File: config.mk
export PLATFORM = sky130hd
export DESIGN_NAME = stage_router
export DESIGN_NICKNAME = d
export VERILOG_FILES = /design/src/rtl/stage_route_pkg.sv /design/src/rtl/stage_delay.sv /design/src/rtl/route_ctrl.sv /design/src/rtl/stage_router.sv
export SDC_FILE = /design/constraint.sdc
export NUM_CORES = 1
export LEC_CHECK = 0
export BUFFER_PORTS_ARGS = -buffer_cell sky130_fd_sc_hd__buf_2
export CAP_MARGIN = 15
export CORE_MARGIN = 8
export CORE_UTILIZATION = 60
export CTS_CLUSTER_DIAMETER = 40
export DETAILED_ROUTE_END_ITERATION = 10
export PLACE_DENSITY_LB_ADDON = 0.2
export RECOVER_POWER = 25
export SYNTH_ARGS = -nofsm -noshare
export SYNTH_HDL_FRONTEND = slang
export SYNTH_SLANG_ARGS = --single-unit
File: constraint.sdc
create_clock -name clk -period 5.77 [get_ports clk]
set_input_delay 0.577 -clock clk [delete_from_list [all_inputs] [get_ports clk]]
set_output_delay 0.577 -clock clk [all_outputs]
set_load 0.02 [all_outputs]
File: src/rtl/stage_route_pkg.sv
package stage_route_pkg;

    typedef enum logic [0:0] {
        RT_IDLE = 1'b0,
        RT_BUSY = 1'b1
    } rt_state_e;

    typedef struct packed {
        logic mat_first;
        logic first_only;
    } route_cfg_t;

endpackage

File: src/rtl/stage_delay.sv
module stage_delay #(
    parameter int W     = 16,
    parameter int DEPTH = 6
) (
    input  logic         clk,
    input  logic         rst_n,
    input  logic         in_valid,
    input  logic [W-1:0] in_data,
    output logic         out_valid,
    output logic [W-1:0] out_data
);
    localparam int LAST = DEPTH - 1;

    logic [W-1:0] dat_q [DEPTH];
    logic [DEPTH-1:0] vld_q;

    always_ff @(posedge clk) begin
        if (!rst_n) begin
            vld_q <= '0;
            for (int i = 0; i < DEPTH; i++) begin
                dat_q[i] <= '0;
            end
        end else begin
            vld_q[0] <= in_valid;
            dat_q[0] <= in_data;
            for (int i = 1; i < DEPTH; i++) begin
                vld_q[i] <= vld_q[i-1];
                dat_q[i] <= dat_q[i-1];
            end
        end
    end

    assign out_valid = vld_q[LAST];
    assign out_data  = dat_q[LAST];
endmodule

File: src/rtl/route_ctrl.sv
module route_ctrl
    import stage_route_pkg::*;
#(
    parameter int CFG_W     = 16,
    parameter int ARR_BIT   = 4,
    parameter int FIRST_BIT = 9,
    parameter int CNT_W     = 6
) (
    input  logic             clk,
    input  logic             rst_n,
    input  logic             in_valid,
    input  logic             out_valid,
    input  logic [CFG_W-1:0] cfg_word,
    output rt_state_e        state_q,
    output route_cfg_t       cfg_q,
    output logic [CNT_W-1:0] inflight_q
);
    rt_state_e        state_d;
    logic [CNT_W-1:0] inflight_d;

    always_comb begin
        inflight_d = inflight_q;
        if (in_valid && !out_valid) inflight_d = inflight_q + 1'b1;
        if (!in_valid && out_valid) inflight_d = inflight_q - 1'b1;
    end

    always_comb begin
        state_d = state_q;
        unique case (state_q)
            RT_IDLE: if (in_valid) state_d = RT_BUSY;
            RT_BUSY: if (inflight_d == '0 && !in_valid) state_d = RT_IDLE;
            default: state_d = RT_IDLE;
        endcase
    end

    always_ff @(posedge clk) begin
        if (!rst_n) state_q <= RT_IDLE;
        else        state_q <= state_d;
    end

    always_ff @(posedge clk) begin
        if (!rst_n) begin
            cfg_q      <= '0;
            inflight_q <= '0;
        end else begin
            inflight_q <= inflight_d;
            if (state_q == RT_IDLE && !in_valid) begin
                cfg_q.mat_first  <= cfg_word[ARR_BIT];
                cfg_q.first_only <= cfg_word[FIRST_BIT];
            end
        end
    end
endmodule

File: src/rtl/stage_router.sv
module stage_router
    import stage_route_pkg::*;
#(
    parameter int DATA_W    = 16,
    parameter int CFG_W     = 16,
    parameter int FILT_LAT  = 35,
    parameter int MAT_LAT   = 6,
    parameter int ARR_BIT   = 4,
    parameter int FIRST_BIT = 9
) (
    input  logic              clk,
    input  logic              rst_n,
    input  logic              in_valid,
    input  logic [DATA_W-1:0] in_data,
    input  logic [CFG_W-1:0]  cfg_word,
    output logic              out_valid,
    output logic [DATA_W-1:0] out_data
);
    localparam int TOTAL = FILT_LAT + MAT_LAT;
    localparam int CNT_W = $clog2(TOTAL + 2);

    rt_state_e        rt_state;
    route_cfg_t       rt_cfg;
    logic [CNT_W-1:0] inflight;

    logic              filt_in_v, filt_v, mat_in_v, mat_v;
    logic [DATA_W-1:0] filt_in_d, filt_d, mat_in_d, mat_d;

    route_ctrl #(
        .CFG_W(CFG_W), .ARR_BIT(ARR_BIT), .FIRST_BIT(FIRST_BIT), .CNT_W(CNT_W)
    ) u_ctrl (
        .clk(clk), .rst_n(rst_n), .in_valid(in_valid), .out_valid(out_valid),
        .cfg_word(cfg_word), .state_q(rt_state), .cfg_q(rt_cfg),
        .inflight_q(inflight)
    );

    always_comb begin
        if (rt_cfg.mat_first) begin
            mat_in_v  = in_valid;
            mat_in_d  = in_data;
            filt_in_v = mat_v && !rt_cfg.first_only;
            filt_in_d = mat_d;
        end else begin
            filt_in_v = in_valid;
            filt_in_d = in_data;
            mat_in_v  = filt_v && !rt_cfg.first_only;
            mat_in_d  = filt_d;
        end
    end

    stage_delay #(.W(DATA_W), .DEPTH(FILT_LAT)) u_filt (
        .clk(clk), .rst_n(rst_n), .in_valid(filt_in_v), .in_data(filt_in_d),
        .out_valid(filt_v), .out_data(filt_d)
    );

    stage_delay #(.W(DATA_W), .DEPTH(MAT_LAT)) u_mat (
        .clk(clk), .rst_n(rst_n), .in_valid(mat_in_v), .in_data(mat_in_d),
        .out_valid(mat_v), .out_data(mat_d)
    );

    always_comb begin
        unique case ({rt_cfg.first_only, rt_cfg.mat_first})
            2'b00, 2'b11: begin out_valid = mat_v;  out_data = mat_d;  end
            2'b01, 2'b10: begin out_valid = filt_v; out_data = filt_d; end
            default:      begin out_valid = 1'b0;   out_data = '0;     end
        endcase
    end
endmodule

[Yosys cells after proc, flatten, opt, wreduce, memory -nomap -nowiden]
Memories as Yosys holds them, arrays and structs flattened.
Index checks and enable logic that the tools add are counted.
Widths: inputs -> output; s select.
Operators by class
  $add $sub $neg: 2
  equality and inequality tests: 3
  multiplexer cells: 54
  bitwise gates (word level): 42
  reduce and logical (&&, ||, !) cells: 13
Operator list (number)
  $mux 16: 43
  $or 1x1->1: 41
  $pmux 16 s2: 1
  $mux 6: 2
  $add 6x1->6 const B: 1
  $logic_and 1x1->1: 6
  $logic_not 6->1: 1
  $mux 1: 6
  $sub 6x1->6 const B: 1
  $eq 2x2->1 const B: 2
  $pmux 1 s2: 2
  $reduce_or 2->1: 2
  $logic_not 1->1: 3
  $eq 2x1->1 const B: 1
  $logic_not 2->1: 1
  $not 1->1: 1
Storage, ports and cells
  bits in registers: 50
  bits in writable memories: 656
  bits of input ports: 35
  output and inout bits: 17
  memories: 2
Memory list
  u_filt.dat_q: depth 35, width 16, rd ports 35, clocked after memory_dff 0, wr ports 35, RTL line stage_delay.sv:14  | logic [W-1:0] dat_q [DEPTH];
  u_mat.dat_q: depth 6, width 16, rd ports 6, clocked after memory_dff 0, wr ports 6, RTL line stage_delay.sv:14

[Longest topological paths before layout]
Gate-level depths: netlist of the first run.
  depth in word-level cells: 11
  mapped depth: 8
  mapped depth without buffers: 7

[Cells and area by module]
From an unflattened synthesis of the first run, not the netlist that was laid out.
Second synthesis, totals
  cell total of the unflattened synthesis: 1623
  area, all modules: 20543.5 um^2
By module, submodules not included
  stage_delay (u_filt): instances 1, cells an instance 1272, area each 16437.0 um^2
  stage_delay (u_mat): instances 1, cells an instance 231, area each 2911.5 um^2
  stage_router: instances 1, cells an instance 60, area each 691.9 um^2
  route_ctrl: instances 1, cells an instance 60, area each 503.0 um^2

[Worst setup path after synthesis of the first run]
OpenSTA, ideal clock, no wires.
  kind: reg2reg
  start point: reg u_ctrl.cfg_q[0] (netlist name)
  end point: reg u_ctrl.state_q
  library setup time: 120 ps
  arrival: 2407 ps
  path slack: 3243 ps
  stages on the path, launching flop included: 8
  cells stage by stage: dfxtp_1 > xor2_4 > mux2i_2 > clkinv_2 > mux2i_1 > xor2_1 > or4_1 > o31a_1
Between the ends
  cells in the longest elaborated chain, start to end: 11
  elaborated cells between the ends (all ways): 16
  those cells by class: 3 x eq/ne; 5 x mux; 8 x reduce/logical
Ends and longest elaborated chain
  from (decl): RTL line route_ctrl.sv:15  | output route_cfg_t cfg_q,
  $eq 2x1->1, or another cell as far along: RTL line stage_router.sv:62  | unique case ({rt_cfg.first_only, rt_cfg.mat_first})
  $reduce_or 2->1: RTL line stage_router.sv:62
  $pmux 1 s2 (*): RTL line stage_router.sv:62
  net out_valid: RTL line stage_router.sv:16  | output logic out_valid,
  $logic_not 1->1: RTL line route_ctrl.sv:23  | if (in_valid && !out_valid) inflight_d = inflight_q + 1'b1;
  $logic_and 1x1->1: RTL line route_ctrl.sv:23
  $mux 6: RTL line route_ctrl.sv:23
  $mux 6 (*): RTL line route_ctrl.sv:24  | if (!in_valid && out_valid) inflight_d = inflight_q - 1'b1;
  $logic_not 6->1 (*): RTL line route_ctrl.sv:31  | RT_BUSY: if (inflight_d == '0 && !in_valid) state_d = RT_IDLE;
  $logic_and 1x1->1 (*): RTL line route_ctrl.sv:31
  $mux 1 (*): RTL line route_ctrl.sv:31
  $pmux 1 s2 (*): RTL line route_ctrl.sv:29  | unique case (state_q)
  to (signal assigned): RTL line route_ctrl.sv:38  | else state_q <= state_d;
  to (decl): RTL line route_ctrl.sv:14  | output rt_state_e state_q,
Mark *: on every way through the listed nets, which the timed path passes. The rest lies on a longest branch.
A chain may end at the register's enable or synchronous reset.

==> impl_summary.log, run 1 <==
INFO  metric synthesis.area_per_instance = 12.4 um^2
INFO  metric cts_tree = yes
INFO  metric final_core_utilization = 0.691
INFO  metric clock_tree.root_cell = sky130_fd_sc_hd__clkbuf_16
INFO  metric synth-edff-count = 0
INFO  metric initial_utilization = 0.607
INFO  metric instances_no_fill = 2106
INFO  metric rsz0062_at_grt = false
INFO  metric final-setup-viol-count = 0
INFO  metric pre_cts_slack = 2.10 ns
INFO  metric wirelength = 24.7 mm
INFO  metric endpoint_type_of_the_worst_setup_path = register
INFO  metric worstHoldPathType = input pin to register
INFO  metric synth_cell_type_count = 31
INFO  metric startpoint_type = input pin
INFO  metric slew_violations = 280
INFO  metric dominant_register_cell_in_the_synthesized_netlist = sky130_fd_sc_hd__dfxtp_1
INFO  metric detailroute.via_count = 9382
INFO  metric area_growth = 13.9%
INFO  metric drtPass1Iterations = 4
INFO  metric insertion_delay = 0.57 ns
INFO  metric h-tree-depth = 3
INFO  metric cts_made_buffers = 69
INFO  metric top_level_ports = 52
INFO  metric fmax = 251 MHz
INFO  metric totalNegativeSetupSlack = 0 ns
INFO  metric core = 0.0325 mm^2
INFO  metric drt-initial-drc-count = 346
INFO  metric avgRoutedWirePerCell = 11.7 um
INFO  metric hold_violations = 0
INFO  metric total_power = 9.47 mW
INFO  metric globalplace.congestion = 0.729
INFO  metric first_pass_grt_wire_length = 42.9 mm
INFO  metric crit_fanout = 280
INFO  metric ctsLongestPathBuffers = 3
INFO  metric floorplan.die_area = 0.0389 mm^2
INFO  metric grt_antenna_before_repair = 1
INFO  metric fraction_of_final_layout_cells_with_drive_strength_greater_than_1 = 0.0998
INFO  metric netlist_instances = 1590
INFO  metric failed_checks = capacitance limit, slew limit
INFO  metric hpwl = 12.4 mm
INFO  metric register_area = 0.0141 mm^2
INFO  metric layout.filler_cells = 2281
INFO  metric avgViaCountPerCell = 4.45
INFO  metric grt_usage = 0.131
INFO  metric max-vdd-ir-drop = 0.279 mV
INFO  metric power-per-cell-area = 422 mW/mm^2
INFO  metric numClockSinks = 706
INFO  metric synth_seq_area_share = 0.718
INFO  metric grt_max_degree = 302
INFO  metric final_common_cell = sky130_fd_sc_hd__dfxtp_1
INFO  metric globalRouteOverflowTotal = 0
INFO  metric syn_nets = 1627
INFO  metric worstPathArrival = 4.48 ns
INFO  metric worst-slew-pin-transition = 3.77 ns
INFO  metric critical_path_class = input pin to register
INFO  metric maxcap_viol_count = 1
INFO  metric layout_min_cycle_time = 3.99 ns
INFO  metric p_leak = 9.34 nW
INFO  metric first_global_vias = 9120
INFO  metric syn_area = 0.0197 mm^2
INFO  metric final_skew = 0.0195 ns
INFO  metric finalWorstSetupSlack = 1.78 ns
INFO  metric fp.dieH = 197 um
INFO  metric antenna_violating_nets_post_route = 0
INFO  metric remaining_drcs = 0
INFO  metric cts.reportedPaths.clkPinSlew = 0.05 ns
INFO  metric layout.cells.most_common_list = sky130_fd_sc_hd__dfxtp_1, sky130_fd_sc_hd__and2_1, sky130_fd_sc_hd__clkbuf_16
INFO  metric multiInputGateArea = 0.00523 mm^2
INFO  metric post_dp_cell_area = 0.0202 mm^2
INFO  metric layout.cell_area.non_filler = 0.0224 mm^2
INFO  metric die_x = 197 um
INFO  metric yosysWarningCount = 0
INFO  metric ys_seq_elements = 706
INFO  metric synthArstFlopShare = 0
INFO  metric max_slew_margin = -1.51
INFO  metric num-nets-final = 1652
INFO  metric port_buffers = 37
INFO  metric postCtsSetupBuffers = 0
INFO  metric run_status = finished, violations left
INFO  metric required_time_worst_endpoint = 6.26 ns
INFO  metric cts.repair.resized = 0
INFO  metric timing.final.crit_share = 0.691
INFO  metric rows = 66
INFO  metric cts.hold.buffers_added = 0
INFO  metric placedCellCount = 1986
INFO  metric finalHoldWorstSlack = 0.268 ns
-- area by class of cell --
class	count	area share
multi-input cells	796	0.233
diodes	1	0.000112
flip-flops and latches	706	0.630
repair buffers	39	0.00948
clock buffers	93	0.0873
well taps	442	0.0246
clock inverters	26	0.0148
inverters	3	0.000558
-- flip-flops by register name, indices dropped and copies added (netlist names) --
name	flops
u_mat.vld_q	6
u_ctrl.inflight_q	6
u_ctrl.cfg_q	2
u_filt.dat_q	560
u_filt.vld_q	35
u_ctrl.state_q	1
u_mat.dat_q	96
-- power by group --
group	internal (mW)	switching, mW
clock network	2.63	1.77
registers	4.90	0.0205
logic	0.0523	0.0862
total	7.59	1.88
-- logic make-up after synthesis --
| group | after synthesis | synth area share |
|---|---|---|
| simple gates | 722 | 0.228 |
| compound gates | 14 | 0.00470 |
| fa+ha+maj | 2 | 0.00127 |
| xor+xnor | 7 | 0.00407 |
| mux | 51 | 0.0271 |
| flops | 706 | 0.718 |
| buf+inv | 88 | 0.0168 |
-- synthesized netlist by cell type, types with 3 or more instances --
cell                         n  area, um^2
sky130_fd_sc_hd__xor2_1      4        35.0
sky130_fd_sc_hd__clkbuf_1   83         312
sky130_fd_sc_hd__dfxtp_1   706       14100
sky130_fd_sc_hd__and2_1    668        4180
sky130_fd_sc_hd__nand2_1     5        18.8
sky130_fd_sc_hd__a21boi_0    3        22.5
sky130_fd_sc_hd__mux2i_1    34         340
sky130_fd_sc_hd__mux2_2     16         180
sky130_fd_sc_hd__or4_1       3        22.5
sky130_fd_sc_hd__nor2b_1    34         213
sky130_fd_sc_hd__o21ai_0     3        15.0
sky130_fd_sc_hd__nor2_1      4        15.0
-- layer usage --
| metal | part of all wire | up-vias | wire [um] | track usage |
|---|---|---|---|---|
| li1 | - | 4912 | - | - |
| met1 | 0.52 | 4288 | 12800 | 0.184 |
| met2 | 0.41 | 109 | 10100 | 0.185 |
| met3 | 0.043 | 71 | 1060 | 0.0373 |
| met4 | 0.032 | 2 | 790 | 0.0632 |
| met5 | 0.00053 | - | 13 | 0 |
-- path summary, 6_finish.rpt --
| path | cells after the start | startpoint | slack [ns] | end |
|---|---|---|---|---|
| worst max-delay path | 3 | rst_n | 1.78 | u_mat.dat_q[0][90] |
| worst min-delay path | 3 | cfg_word[4] | 0.27 | u_ctrl.cfg_q[1] |
| worst max register to register | 7 | u_ctrl.cfg_q[1] | 2.08 | u_ctrl.state_q |
| worst min register to register | 1 | u_filt.dat_q[0][264] | 0.42 | u_filt.dat_q[0][280] |
-- worst max-delay path, cell delays in order --
cell	delay (ns)
sky130_fd_sc_hd__clkbuf_2	2.54
sky130_fd_sc_hd__buf_4	0.98
sky130_fd_sc_hd__and2_1	0.24
Note: power is estimated with default switching activity, not from simulation.
==> inputs of run 2 (changes only) <==
--- a/config.mk
+++ b/config.mk
@@ -5,10 +5,11 @@
 export SDC_FILE = /design/constraint.sdc
 export NUM_CORES = 1
 export LEC_CHECK = 0
+export ABC_AREA = 1
 export BUFFER_PORTS_ARGS = -buffer_cell sky130_fd_sc_hd__buf_2
 export CAP_MARGIN = 15
 export CORE_MARGIN = 8
-export CORE_UTILIZATION = 60
+export CORE_UTILIZATION = 54
 export CTS_CLUSTER_DIAMETER = 40
 export DETAILED_ROUTE_END_ITERATION = 10
 export PLACE_DENSITY_LB_ADDON = 0.2
==> constraint.sdc (replaced) <==
create_clock -name clk -period 3.4 [get_ports clk]
set_input_delay 0.34 -clock clk [delete_from_list [all_inputs] [get_ports clk]]
set_output_delay 0.34 -clock clk [all_outputs]
set_load 0.02 [all_outputs]
==> impl_summary.log, run 2 <==
INFO  metric run_status = finished, violations left
INFO  metric failed_checks = capacitance limit, slew limit
INFO  metric crit_path_max_incr_delay = 1.86 ns
INFO  metric area_growth = 16.1%
INFO  metric max_flop_register = u_filt.dat_q
INFO  metric critical_path_class = input pin to register
INFO  metric globalplace.congestion = 0.739
INFO  metric worst-slew-pin-transition = 2.55 ns
INFO  metric crit_fanout = 113
INFO  metric drtPass1Iterations = 4
INFO  metric required_time_worst_endpoint = 3.90 ns
INFO  metric synth_largest_type_area_fraction = 0.685
INFO  metric rows = 71
INFO  metric remaining_drcs = 0
INFO  metric netlist_instances = 2336
INFO  metric first_pass_grt_wire_length = 51.5 mm
INFO  metric final-setup-viol-count = 0
INFO  metric wirelength = 29.2 mm
INFO  metric globalRouteOverflowTotal = 0
INFO  metric ys_seq_elements = 706
INFO  metric timing.final.crit_share = 0.754
INFO  metric clock_tree.root_cell = sky130_fd_sc_hd__clkbuf_16
INFO  metric cts_made_buffers = 79
INFO  metric critical_path.slowest_cell = sky130_fd_sc_hd__clkbuf_1
INFO  metric worstHoldPathType = input pin to register
INFO  metric syn_area = 0.0206 mm^2
INFO  metric max-vdd-ir-drop = 0.455 mV
INFO  metric core = 0.0377 mm^2
INFO  metric slew_violations = 182
INFO  metric dr.max_layer_used = met4
INFO  metric layout.cells.most_common_list = sky130_fd_sc_hd__dfxtp_1, sky130_fd_sc_hd__nand2_1, sky130_fd_sc_hd__inv_1
INFO  metric cts.repair.resized = 0
INFO  metric finalHoldWorstSlack = 0.0287 ns
INFO  metric postCtsSetupBuffers = 0
INFO  metric avgRoutedWirePerCell = 9.86 um
INFO  metric synth-edff-count = 0
INFO  metric numClockSinks = 706
INFO  metric power.sequential.fraction = 0.487
INFO  metric detailroute.via_count = 12175
INFO  metric avgViaCountPerCell = 4.11
INFO  metric endpoint_type_of_the_worst_setup_path = register
INFO  metric final_common_cell = sky130_fd_sc_hd__dfxtp_1
INFO  metric fmax = 390 MHz
INFO  metric netSwitchingFraction = 0.211
INFO  metric biggest_regs = u_filt.dat_q (560), u_mat.dat_q (96), u_filt.vld_q (35)
INFO  metric synth_top_area_cell = sky130_fd_sc_hd__dfxtp_1
INFO  metric first_global_vias = 11693
INFO  metric synth_seq_area_share = 0.685
INFO  metric cell_internal_pwr = 13.6 mW
INFO  metric floorplan.die_area = 0.0447 mm^2
INFO  metric p_switching = 3.64 mW
INFO  metric hpwl = 16.2 mm
INFO  metric cts_tree = yes
INFO  metric fraction_of_final_layout_cells_with_drive_strength_greater_than_1 = 0.0854
INFO  metric insertedDiodeCount = 0
INFO  metric post-synth-top-count-cell = sky130_fd_sc_hd__dfxtp_1
INFO  metric power.share.clock = 0.489
INFO  metric synth.top_cells.by_area = sky130_fd_sc_hd__dfxtp_1, sky130_fd_sc_hd__nand2_1, sky130_fd_sc_hd__inv_1
INFO  metric p_leak = 14.9 nW
INFO  metric dr_wl_met3 = 984 um
INFO  metric largest_register_ffs = 560
INFO  metric hold_violations = 0
INFO  metric rsz0062_at_grt = false
INFO  metric synth_commonest_cells = sky130_fd_sc_hd__dfxtp_1, sky130_fd_sc_hd__nand2_1, sky130_fd_sc_hd__inv_1
INFO  metric grt_antenna_before_repair = 0
INFO  metric ctsLongestPathBuffers = 3
INFO  metric final_core_utilization = 0.636
INFO  metric grt_usage = 0.135
INFO  metric dominant_register_cell_in_the_synthesized_netlist = sky130_fd_sc_hd__dfxtp_1
INFO  metric totalNegativeSetupSlack = 0 ns
INFO  metric drt-initial-drc-count = 713
INFO  metric num-nets-final = 2423
INFO  metric h-tree-depth = 3
INFO  metric max_slew_margin = -0.698
INFO  metric power-per-cell-area = 720 mW/mm^2
INFO  metric cts.hold.buffers_added = 6
INFO  metric antenna_violating_nets_post_route = 0
INFO  metric cts.reportedPaths.clkPinSlew = 0.06 ns
INFO  metric yosysWarningCount = 0
INFO  metric worstPathArrival = 3.07 ns
INFO  metric synthArstFlopShare = 0
INFO  metric synth_cell_type_count = 24
INFO  metric insertion_delay = 0.58 ns
INFO  metric initial_utilization = 0.548
INFO  metric top_level_ports = 52
INFO  metric layout_min_cycle_time = 2.57 ns
INFO  metric fp.dieH = 211 um
INFO  metric dr_wl_met2 = 13.1 mm
INFO  metric synthesis.area_per_instance = 8.83 um^2
INFO  metric syn_nets = 2373
INFO  metric final_skew = 0.0261 ns
INFO  metric met1_length = 14.2 mm
INFO  metric port_buffers = 37
INFO  metric startpoint_type = input pin
INFO  metric grt_max_degree = 114
INFO  metric maxcap_viol_count = 3
INFO  metric path_cells = buf_8 > clkbuf_1 > nand2_1 > inv_1
INFO  metric die_x = 211 um
INFO  metric combinationalPowerShare = 0.024
[run 2: cell count changes after synthesis, moves of 3 or more]
cell                       before  now
sky130_fd_sc_hd__a21boi_0       3    0
sky130_fd_sc_hd__nor2_1         4   77
sky130_fd_sc_hd__mux2i_1       34    0
sky130_fd_sc_hd__buf_2          0   34
sky130_fd_sc_hd__nand2_4        0    3
sky130_fd_sc_hd__a21oi_1        1   10
sky130_fd_sc_hd__nor2b_1       34    0
sky130_fd_sc_hd__nand3_1        0   11
sky130_fd_sc_hd__or4_1          3    0
sky130_fd_sc_hd__o21ai_0        3   34
sky130_fd_sc_hd__nand2_1        5  692
sky130_fd_sc_hd__and2_1       668    0
sky130_fd_sc_hd__inv_1          2  680
sky130_fd_sc_hd__clkbuf_1      83   53
[run 2: power groups by stage]
stage	sequential [mW]	combinational, mW	clock [mW]
global route	8.40	0.467	9.03
floorplan	8.56	0.325	0
global placement	8.58	0.406	0
detailed placement	8.58	0.416	0
finish	8.40	0.411	8.44
CTS	8.40	0.425	8.66
[run 2: cell families (layout without fill, tap and decap cells)]
group,count (synthesis),in the layout,share of synthesized area
compound gates,47,47,0.0115
xor+xnor,2,2,0.000849
fa+ha+maj,2,2,0.00121
buf+inv,769,881,0.142
flops,706,706,0.685
mux,16,16,0.00873
simple gates,794,794,0.151
[run 2: worst max-delay path, delay by kind of cell]
kind	cells	cell delay, ns
buffers and inverters	3	2.47
and+or+nand+nor	1	0.17
[run 2: through the flow]
step                      instance area, um^2  power (mW)  instances  setup WS (ns)
after global placement                  21300        8.98       2810           1.46
after detailed placement                21300        8.99       2810           1.45
after global routing                    24000        17.9       2959          0.383
final                                   24000        17.2       2959          0.835
after floorplan                         20600        8.89       2336           1.74
after CTS                               24000        17.5       2959          0.830
[run 2: path summary, 6_finish.rpt]
path / startpoint / endpoint / cells past startpoint / slack, ns
setup reg to reg: u_ctrl.cfg_q[1] / u_ctrl.state_q / 12 / 1.51
hold reg to reg: u_filt.dat_q[0][380] / u_filt.dat_q[0][396] / 2 / 0.38
hold / removal: in_data[9] / u_mat.dat_q[0][9] / 3 / 0.03
setup / recovery: rst_n / u_filt.dat_q[0][412] / 4 / 0.83
[run 2: routing by layer]
metal  track usage  vias up
met3        0.0336       65
met4        0.0537        0
met2         0.219      134
met1         0.171     5457
li1              -     6519
met5             0        -
[run 2: final cells by class]
cell class	count	area [um^2]
timing repair buffer	57	380
sequential	706	14100
tap	511	639
multi-input combinational	861	3570
clock inverter	44	484
clock buffer	99	2200
inverter	681	2560
fill	3098	13700
